<file path="config.mk">
export PLATFORM = sky130hd
export DESIGN_NAME = irq_cascade_top
export DESIGN_NICKNAME = d
export VERILOG_FILES = /design/src/rtl/irq_cascade_pkg.sv /design/src/rtl/irq_host_bank.sv /design/src/rtl/irq_master_bank.sv /design/src/rtl/irq_cascade_top.sv
export SDC_FILE = /design/constraint.sdc
export NUM_CORES = 1
export LEC_CHECK = 0
export BUFFER_PORTS_ARGS = -buffer_cell sky130_fd_sc_hd__buf_2
export CORE_MARGIN = 10
export CORE_UTILIZATION = 40
export CTS_BUF_LIST = sky130_fd_sc_hd__clkbuf_8
export DETAILED_ROUTE_END_ITERATION = 7
export GPL_TIMING_DRIVEN = 0
export HOLD_SLACK_MARGIN = 0.12
export MAX_ROUTING_LAYER = met4
export PLACE_DENSITY_LB_ADDON = 0.15
export SKIP_CTS_REPAIR_TIMING = 1
export SLEW_MARGIN = 40
export SYNTH_ARGS = -nofsm -noshare
export SYNTH_HDL_FRONTEND = slang
export SYNTH_HIERARCHICAL = 1
export SYNTH_SLANG_ARGS = --single-unit
</file>
<file path="constraint.sdc">
create_clock -name clk_i -period 2.1 [get_ports clk_i]
set_input_delay 0 -clock clk_i [delete_from_list [all_inputs] [get_ports clk_i]]
set_output_delay 0 -clock clk_i [all_outputs]
set_load 0.01 [all_outputs]
</file>
<file path="src/rtl/irq_cascade_pkg.sv">
package irq_cascade_pkg;

  localparam int unsigned REG_W = 32;
  localparam int unsigned OFS_W = 8;

  typedef logic [OFS_W-1:0] ofs_t;
  typedef logic [REG_W-1:0] word_t;

  // host-controller bank (bank select 0)
  localparam ofs_t HC_FWSIZE  = 8'h28;
  localparam ofs_t HC_CTRL    = 8'h30;
  localparam ofs_t HC_MASK    = 8'h34;
  localparam ofs_t HC_STAT    = 8'h38;
  localparam ofs_t HC_ERRADDR = 8'h40;

  // master bank (bank select 1)
  localparam ofs_t MB_ROUTE0 = 8'h08;
  localparam ofs_t MB_ROUTE1 = 8'h0C;
  localparam ofs_t MB_STAT   = 8'h50;
  localparam ofs_t MB_MASK   = 8'h54;
  localparam ofs_t MB_POL    = 8'h58;
  localparam ofs_t MB_INPUT  = 8'h5C;

  localparam int unsigned HC_EN_BIT   = 31;
  localparam int unsigned HC_LRST_BIT = 10;
  localparam int unsigned MB_SRC_BIT  = 11;

  localparam word_t HC_FWSIZE_RST = 32'h0200_0000;
  localparam word_t UNMAPPED_RD   = '1;

endpackage

</file>
<file path="src/rtl/irq_host_bank.sv">
module irq_host_bank
  import irq_cascade_pkg::*;
#(
  parameter int unsigned NUM_LINES = 17,
  parameter int unsigned EVT_W     = 9
) (
  input  logic                 clk_i,
  input  logic                 rst_ni,
  input  logic                 acc_i,
  input  logic                 wr_i,
  input  ofs_t                 addr_i,
  input  word_t                wdata_i,
  input  logic [NUM_LINES-1:0] line_i,
  input  logic [EVT_W-1:0]     evt_i,
  output word_t                rdata_o,
  output word_t                stat_o,
  output logic                 en_o,
  output logic                 sum_o
);

  localparam int unsigned LINE_LSB = REG_W - NUM_LINES;
  localparam int unsigned LOW_EVT  = EVT_W - 1;

  word_t ctrl_q, mask_q, stat_q, size_q;
  word_t set_vec, clr_vec, stat_d;
  logic  wr_ctrl, wr_mask, wr_stat, wr_size;

  assign wr_ctrl = acc_i & wr_i & (addr_i == HC_CTRL);
  assign wr_mask = acc_i & wr_i & (addr_i == HC_MASK);
  assign wr_stat = acc_i & wr_i & (addr_i == HC_STAT);
  assign wr_size = acc_i & wr_i & (addr_i == HC_FWSIZE);

  // line n lands on bit 31-n; events fill reset-seen and the low byte
  for (genvar b = 0; b < REG_W; b++) begin : g_set
    if (b >= LINE_LSB) begin : g_line
      assign set_vec[b] = line_i[REG_W-1-b];
    end else if (b == HC_LRST_BIT) begin : g_lrst
      assign set_vec[b] = evt_i[EVT_W-1];
    end else if (b < LOW_EVT) begin : g_evt
      assign set_vec[b] = evt_i[b];
    end else begin : g_none
      assign set_vec[b] = 1'b0;
    end
  end

  assign clr_vec = wr_stat ? wdata_i : '0;
  assign stat_d  = (stat_q & ~clr_vec) | set_vec;

  always_ff @(posedge clk_i or negedge rst_ni) begin
    if (!rst_ni) begin
      ctrl_q <= '0;
      mask_q <= '0;
      stat_q <= '0;
      size_q <= HC_FWSIZE_RST;
    end else begin
      if (wr_ctrl) ctrl_q <= wdata_i;
      if (wr_mask) mask_q <= wdata_i;
      if (wr_size) size_q <= wdata_i;
      stat_q <= stat_d;
    end
  end

  assign en_o   = ctrl_q[HC_EN_BIT];
  assign sum_o  = en_o & (|(stat_q & mask_q));
  assign stat_o = stat_q;

  always_comb begin
    case (addr_i)
      HC_FWSIZE:  rdata_o = size_q;
      HC_CTRL:    rdata_o = ctrl_q;
      HC_MASK:    rdata_o = mask_q;
      HC_STAT:    rdata_o = stat_q;
      HC_ERRADDR: rdata_o = '0;
      default:    rdata_o = UNMAPPED_RD;
    endcase
  end

endmodule

</file>
<file path="src/rtl/irq_master_bank.sv">
module irq_master_bank
  import irq_cascade_pkg::*;
#(
  parameter int unsigned SRC_BIT = MB_SRC_BIT
) (
  input  logic  clk_i,
  input  logic  rst_ni,
  input  logic  acc_i,
  input  logic  wr_i,
  input  ofs_t  addr_i,
  input  word_t wdata_i,
  input  logic  src_i,
  output word_t rdata_o,
  output word_t in_o,
  output word_t stat_o,
  output logic  irq_o
);

  word_t route0_q, route1_q, mask_q, pol_q, stat_q;
  word_t in_vec, clr_vec, stat_d;
  logic  wr_r0, wr_r1, wr_mask, wr_pol, wr_stat;

  assign wr_r0   = acc_i & wr_i & (addr_i == MB_ROUTE0);
  assign wr_r1   = acc_i & wr_i & (addr_i == MB_ROUTE1);
  assign wr_mask = acc_i & wr_i & (addr_i == MB_MASK);
  assign wr_pol  = acc_i & wr_i & (addr_i == MB_POL);
  assign wr_stat = acc_i & wr_i & (addr_i == MB_STAT);

  for (genvar b = 0; b < REG_W; b++) begin : g_in
    if (b == SRC_BIT) begin : g_src
      assign in_vec[b] = src_i;
    end else begin : g_zero
      assign in_vec[b] = 1'b0;
    end
  end

  assign clr_vec = wr_stat ? wdata_i : '0;
  assign stat_d  = (stat_q & ~clr_vec) | (in_vec & mask_q);

  always_ff @(posedge clk_i or negedge rst_ni) begin
    if (!rst_ni) begin
      route0_q <= '0;
      route1_q <= '0;
      mask_q   <= '0;
      pol_q    <= '0;
      stat_q   <= '0;
    end else begin
      if (wr_r0)   route0_q <= wdata_i;
      if (wr_r1)   route1_q <= wdata_i;
      if (wr_mask) mask_q   <= wdata_i;
      if (wr_pol)  pol_q    <= wdata_i;
      stat_q <= stat_d;
    end
  end

  // polarity is kept for software only
  assign irq_o  = |stat_q;
  assign in_o   = in_vec;
  assign stat_o = stat_q;

  always_comb begin
    case (addr_i)
      MB_ROUTE0: rdata_o = route0_q;
      MB_ROUTE1: rdata_o = route1_q;
      MB_STAT:   rdata_o = stat_q;
      MB_MASK:   rdata_o = mask_q;
      MB_POL:    rdata_o = pol_q;
      MB_INPUT:  rdata_o = in_vec;
      default:   rdata_o = UNMAPPED_RD;
    endcase
  end

endmodule

</file>
<file path="src/rtl/irq_cascade_top.sv">
module irq_cascade_top
  import irq_cascade_pkg::*;
#(
  parameter int unsigned NUM_LINES = 17,
  parameter int unsigned EVT_W     = 9
) (
  input  logic                 clk_i,
  input  logic                 rst_ni,
  input  logic                 reg_valid_i,
  input  logic                 reg_write_i,
  input  logic                 reg_bank_i,
  input  logic [OFS_W-1:0]     reg_addr_i,
  input  logic [REG_W-1:0]     reg_wdata_i,
  output logic [REG_W-1:0]     reg_rdata_o,
  input  logic [NUM_LINES-1:0] line_i,
  input  logic [EVT_W-1:0]     evt_i,
  output logic                 irq_o
);

  logic  hc_acc, mb_acc;
  word_t hc_rdata, mb_rdata;
  word_t host_stat, mst_in, mst_stat;
  logic  host_en, host_sum;

  assign hc_acc = reg_valid_i & ~reg_bank_i;
  assign mb_acc = reg_valid_i &  reg_bank_i;

  irq_host_bank #(
    .NUM_LINES (NUM_LINES),
    .EVT_W     (EVT_W)
  ) u_host (
    .clk_i   (clk_i),
    .rst_ni  (rst_ni),
    .acc_i   (hc_acc),
    .wr_i    (reg_write_i),
    .addr_i  (reg_addr_i),
    .wdata_i (reg_wdata_i),
    .line_i  (line_i),
    .evt_i   (evt_i),
    .rdata_o (hc_rdata),
    .stat_o  (host_stat),
    .en_o    (host_en),
    .sum_o   (host_sum)
  );

  irq_master_bank #(
    .SRC_BIT (MB_SRC_BIT)
  ) u_master (
    .clk_i   (clk_i),
    .rst_ni  (rst_ni),
    .acc_i   (mb_acc),
    .wr_i    (reg_write_i),
    .addr_i  (reg_addr_i),
    .wdata_i (reg_wdata_i),
    .src_i   (host_sum),
    .rdata_o (mb_rdata),
    .in_o    (mst_in),
    .stat_o  (mst_stat),
    .irq_o   (irq_o)
  );

  assign reg_rdata_o = reg_bank_i ? mb_rdata : hc_rdata;

endmodule

</file>
Word-level counts from Yosys, hierarchy flattened
Index checks and enable logic that the tools add are counted.
{ "word_totals": {"input_bits": 71, "regBits": 288, "wordCells": 50} }
{ "classes": {"n_reduce_logical": 2, "eq_ne": 11, "mux": 5, "bitwise_logic": 23} }
{ "op_table": {"columns": ["op", "n"], "rows": [
  ["$pmux W32 S6", 1],
  ["$pmux W32 S5", 1],
  ["$and A32 B32 Y32", 3],
  ["$mux W32", 3],
  ["$not A32 Y32", 2],
  ["$or A32 B32 Y32", 2],
  ["$reduce_or A32 Y1", 2],
  ["$eq A8 B7 Y1 const B", 5],
  ["$and A12 B32 Y32", 1],
  ["$eq A8 B6 Y1 const B", 4],
  ["$eq A8 B4 Y1 const B", 2],
  ["$and A1 B1 Y1", 14],
  ["$not A1 Y1", 1]
]} }

Depth between registers and ports, before layout
{ "depth": {"ltp_word": 8, "depth_mapped": 8, "ltp_nobuf": 7} }

By module
Netlist, hierarchy kept.
{ "by_module_without_submodules": {"columns": ["module", "cells_per_inst", "instances", "area_each_um2"], "rows": [
  ["irq_master_bank", 546, 1, 7558.5],
  ["irq_host_bank", 531, 1, 6612.6],
  ["irq_cascade_top", 38, 1, 544.3]
]} }

Worst setup path before layout
OpenSTA, ideal clock, no wires.
{ "synth_path": {"kind": "flip-flop to output port", "from": "register u_host.mask_q[20]", "to": "output reg_rdata_o[11]", "required_time_ns": 2.100, "slack_ns": 0.135, "path_stages_with_launch": 8, "path_buffers": 0, "t_arrival_ns": 1.965, "path_cell_list": "dfrtp_1 > a22oi_1 > nand4_1 > o41a_1 > mux4_2 > nand2_1 > o211ai_1 > mux2_4"} }
{ "synth_via": {"elab_chain_len": 5} }
{ "synth_rtl": {"columns": ["item", "line_no", "source"], "rows": [
  ["from (decl)", "irq_host_bank.sv:24", "word_t ctrl_q, mask_q, stat_q, size_q;"],
  ["from (signal assigned)", "irq_host_bank.sv:57", "if (wr_mask) mask_q <= wdata_i;"],
  ["$and A32 B32 Y32", "irq_host_bank.sv:64", "assign sum_o = en_o & (|(stat_q & mask_q));"],
  ["$reduce_or A32 Y1", "irq_host_bank.sv:64", null],
  ["$and A1 B1 Y1", "irq_host_bank.sv:64", null],
  ["net host_sum", "irq_cascade_top.sv:23", "logic host_en, host_sum;"],
  ["$pmux W32 S6", "irq_master_bank.sv:62", "case (addr_i)"],
  ["net mb_rdata[11]", "irq_cascade_top.sv:21", "word_t hc_rdata, mb_rdata;"],
  ["$mux W32", "irq_cascade_top.sv:62", "assign reg_rdata_o = reg_bank_i ? mb_rdata : hc_rdata;"],
  ["to (decl)", "irq_cascade_top.sv:14", "output logic [REG_W-1:0] reg_rdata_o,"]
]} }
The timed path passes the listed nets, and every way through them passes these cells.

Worst setup path after layout
{ "layout_path": {"from": "register u_host.stat_q[7] (netlist: u_host/stat_o[7])", "to": "output reg_rdata_o[11]"} }
{ "layout_via": {"elab_chain_len": 5} }
{ "layout_rtl": {"columns": ["item", "line_no", "source"], "rows": [
  ["from (decl)", "irq_host_bank.sv:24", null],
  ["from (signal assigned)", "irq_host_bank.sv:59", "stat_q <= stat_d;"],
  ["$and A32 B32 Y32", "irq_host_bank.sv:64", null],
  ["$reduce_or A32 Y1", "irq_host_bank.sv:64", null],
  ["$and A1 B1 Y1", "irq_host_bank.sv:64", null],
  ["net host_sum", "irq_cascade_top.sv:23", null],
  ["$pmux W32 S6", "irq_master_bank.sv:62", null],
  ["net mb_rdata[11]", "irq_cascade_top.sv:21", null],
  ["$mux W32", "irq_cascade_top.sv:62", null]
]} }
The timed path passes the listed nets, and every way through them passes these cells.

==> impl_metrics.json <==
{
  "wl_per_cell_um": 26.3,
  "hold_depth": 5,
  "grt_usage": 0.214,
  "wl_um": 48300,
  "power.share.clock": 0.442,
  "crit_type": "reg2out",
  "worst-slew-pin-transition_ps": 835,
  "cts_buffer_depth": 3,
  "avgViaCountPerCell": 5.85,
  "multi_input_area_um2": 6890,
  "syn_nets": 1153,
  "ant_nets": 0,
  "hpwl_um": 34100,
  "violations": "negative setup slack",
  "hold_viol": 0,
  "finalSetupViolCount": 12,
  "end_kind": "output port",
  "worstRegToRegCells": 4,
  "fin_ws_ps": -1030,
  "drt-initial-drc-count": 906,
  "layout.cells.non_filler": 1838,
  "ir_drop_mv": 0.463,
  "hold_path.class": "in2reg",
  "r2r_setup_slack_ps": 360,
  "rr_endpoint": "u_master/stat_o[11]",
  "pre_cts_slack_ps": -564,
  "fin_total_pwr_w": 0.0119,
  "clock_sinks": 288,
  "clk_latency_ps": 580,
  "clk_pin_slew_worst_paths_ps": 60,
  "first_global_vias": 10544,
  "drtPass1Iterations": 5,
  "area_delta_synth_final_pct": 24.7,
  "cp_max_fo": 3,
  "p_switching_w": 0.00295,
  "cts_tree": "built",
  "post_dp_cell_area_um2": 15700,
  "setup_tns_ps": -2240,
  "critPathLaunchType": "register",
  "drc_errors": 0,
  "status": "complete, but fails checks",
  "rows": 69,
  "place_congestion": 0.931,
  "fin_crit_ps": 3130,
  "power.internal_w": 0.00891,
  "netSwitchingFraction": 0.249,
  "syn_inst": 1082,
  "maxSlewHeadroom": 0.443,
  "antenna_found_initial": 3,
  "worstSetupEndpoint": "reg_rdata_o[11]",
  "layout-drive-gt1-share": 0.436,
  "nets": 1410,
  "fin_worst_skew_ps": 14.5,
  "required_ps": 2100,
  "htree_levels": 2,
  "overflow": 0,
  "vias": 10748,
  "postSynthAreaPerCell_um2": 13.4,
  "critPathLaunch": "u_host/stat_o[7]",
  "grt_pass1_wl_um": 70000,
  "numCtsBuffers": 51,
  "fillCellCount": 3235,
  "fin_crit_sh": 1.49,
  "rsz0062_at_grt": "yes",
  "leakage_nw": 8.37,
  "die_h_um": 210,
  "grt_max_degree": 72,
  "port_buffers": 102,
  "fmax_ghz": 0.320,
  "pin_count": 104,
  "powerDensity_nw_per_um2": 657,
  "register_area_um2": 7220,
  "dieArea_um2": 44200,
  "core_area_um2": 35700,
  "synthesis.area_um2": 14500,
  "numPlacedInstances": 1649,
  "worstPathArrival_ps": 3130,
  "maxSlewViolCount": 0,
  "die_x_um": 210,
  "combinationalPowerShare": 0.082,
  "ctsRootBufferMaster": "clkbuf_8",
  "initial_core_util": 0.406,
  "ys_warn_count": 6,
  "postLayoutCellArea_um2": 18000,
  "maxCapViolations": 0,
  "sequentialPowerShare": 0.477,
  "r2r-start": "u_host/stat_o[7]"
}
==> per-layer routing <==
layer | vias to the layer above | GRT usage | routed length [µm]
li1 | 4733 | - | -
met1 | 5579 | 0.305 | 22800
met2 | 378 | 0.314 | 21700
met3 | 58 | 0.0352 | 3080
met4 | 0 | 0.0470 | 772
met5 | - | - | 0
==> critical path, cell delays in order (launching register included) <==
cell and delay (ps):
dfrtp_1 410, a22oi_2 310, nand4_1 140, o41a_1 540, mux4_2 520, nand2_2 70
o211ai_1 120, mux2_4 310, buf_6 130
==> power groups by stage <==
stage | combinational, W | sequential, W | clock, W
final | 0.000968 | 0.00566 | 0.00524
after global placement | 0.000799 | 0.00575 | 0
after global routing | 0.00103 | 0.00566 | 0.00563
after floorplan | 0.000353 | 0.00574 | 0
after CTS | 0.000837 | 0.00565 | 0.00538
after detailed placement | 0.000834 | 0.00575 | 0
==> cell usage in the layout, fill, tap and decap left out, drive strengths merged, types with 3 or more instances in the layout <==
master,n
mux2,320
dfrtp,287
buf,175
clkbuf,106
dlygate4sd3,87
nand4,65
a21boi,38
a22oi,35
nand3,33
o2111ai,32
a21o,26
inv,22
mux2i,22
a221o,22
a211o,19
o22ai,19
a22o,12
nor4,10
nand2,6
and3,4
nor3,4
nor2b,3
or2,3
==> how the worst min path moves through the flow <==
stage	from	endpoint	slack, ps
after global routing	evt_i[5]	u_host/stat_o[5]	130
after floorplan	rst_ni	u_host/ctrl_q[0]	-300
after detailed placement	rst_ni	u_master/route0_q[8]	-100
final	reg_addr_i[1]	u_host/stat_o[5]	130
after CTS	rst_ni	u_master/route1_q[8]	-730
after global placement	evt_i[6]	u_host/stat_o[6]	180
==> per-stage QoR <==
stage | hold WS [ps] | utilization
final | 131 | 0.506
after global routing | 134 | 0.506
after CTS | -731 | 0.468
after detailed placement | -96.1 | 0.440
after global placement | 179 | 0.436
after floorplan | -296 | -
==> sequential cells by signal, summed over array words and instances, names as in the netlist <==
| register | count |
|---|---|
| u_host/stat_o | 32 |
| u_master/route0_q | 32 |
| u_host/mask_q | 32 |
| u_host/ctrl_q | 32 |
| u_master/pol_q | 32 |
| u_master/mask_q | 32 |
| u_master/route1_q | 32 |
| u_master/stat_o | 32 |
| u_host/size_q | 32 |
==> final cells by class <==
class / count / share of cell area
antenna: 2 / 0.000277
inverter: 2 / 0.000416
buffer: 97 / 0.0361
multi-input combinational: 694 / 0.382
tap: 461 / 0.0320
timing repair buffer: 205 / 0.0924
clock buffer: 66 / 0.0504
clock inverter: 23 / 0.00638
sequential: 288 / 0.400
No activity file was read; power rests on OpenSTA's default activity.
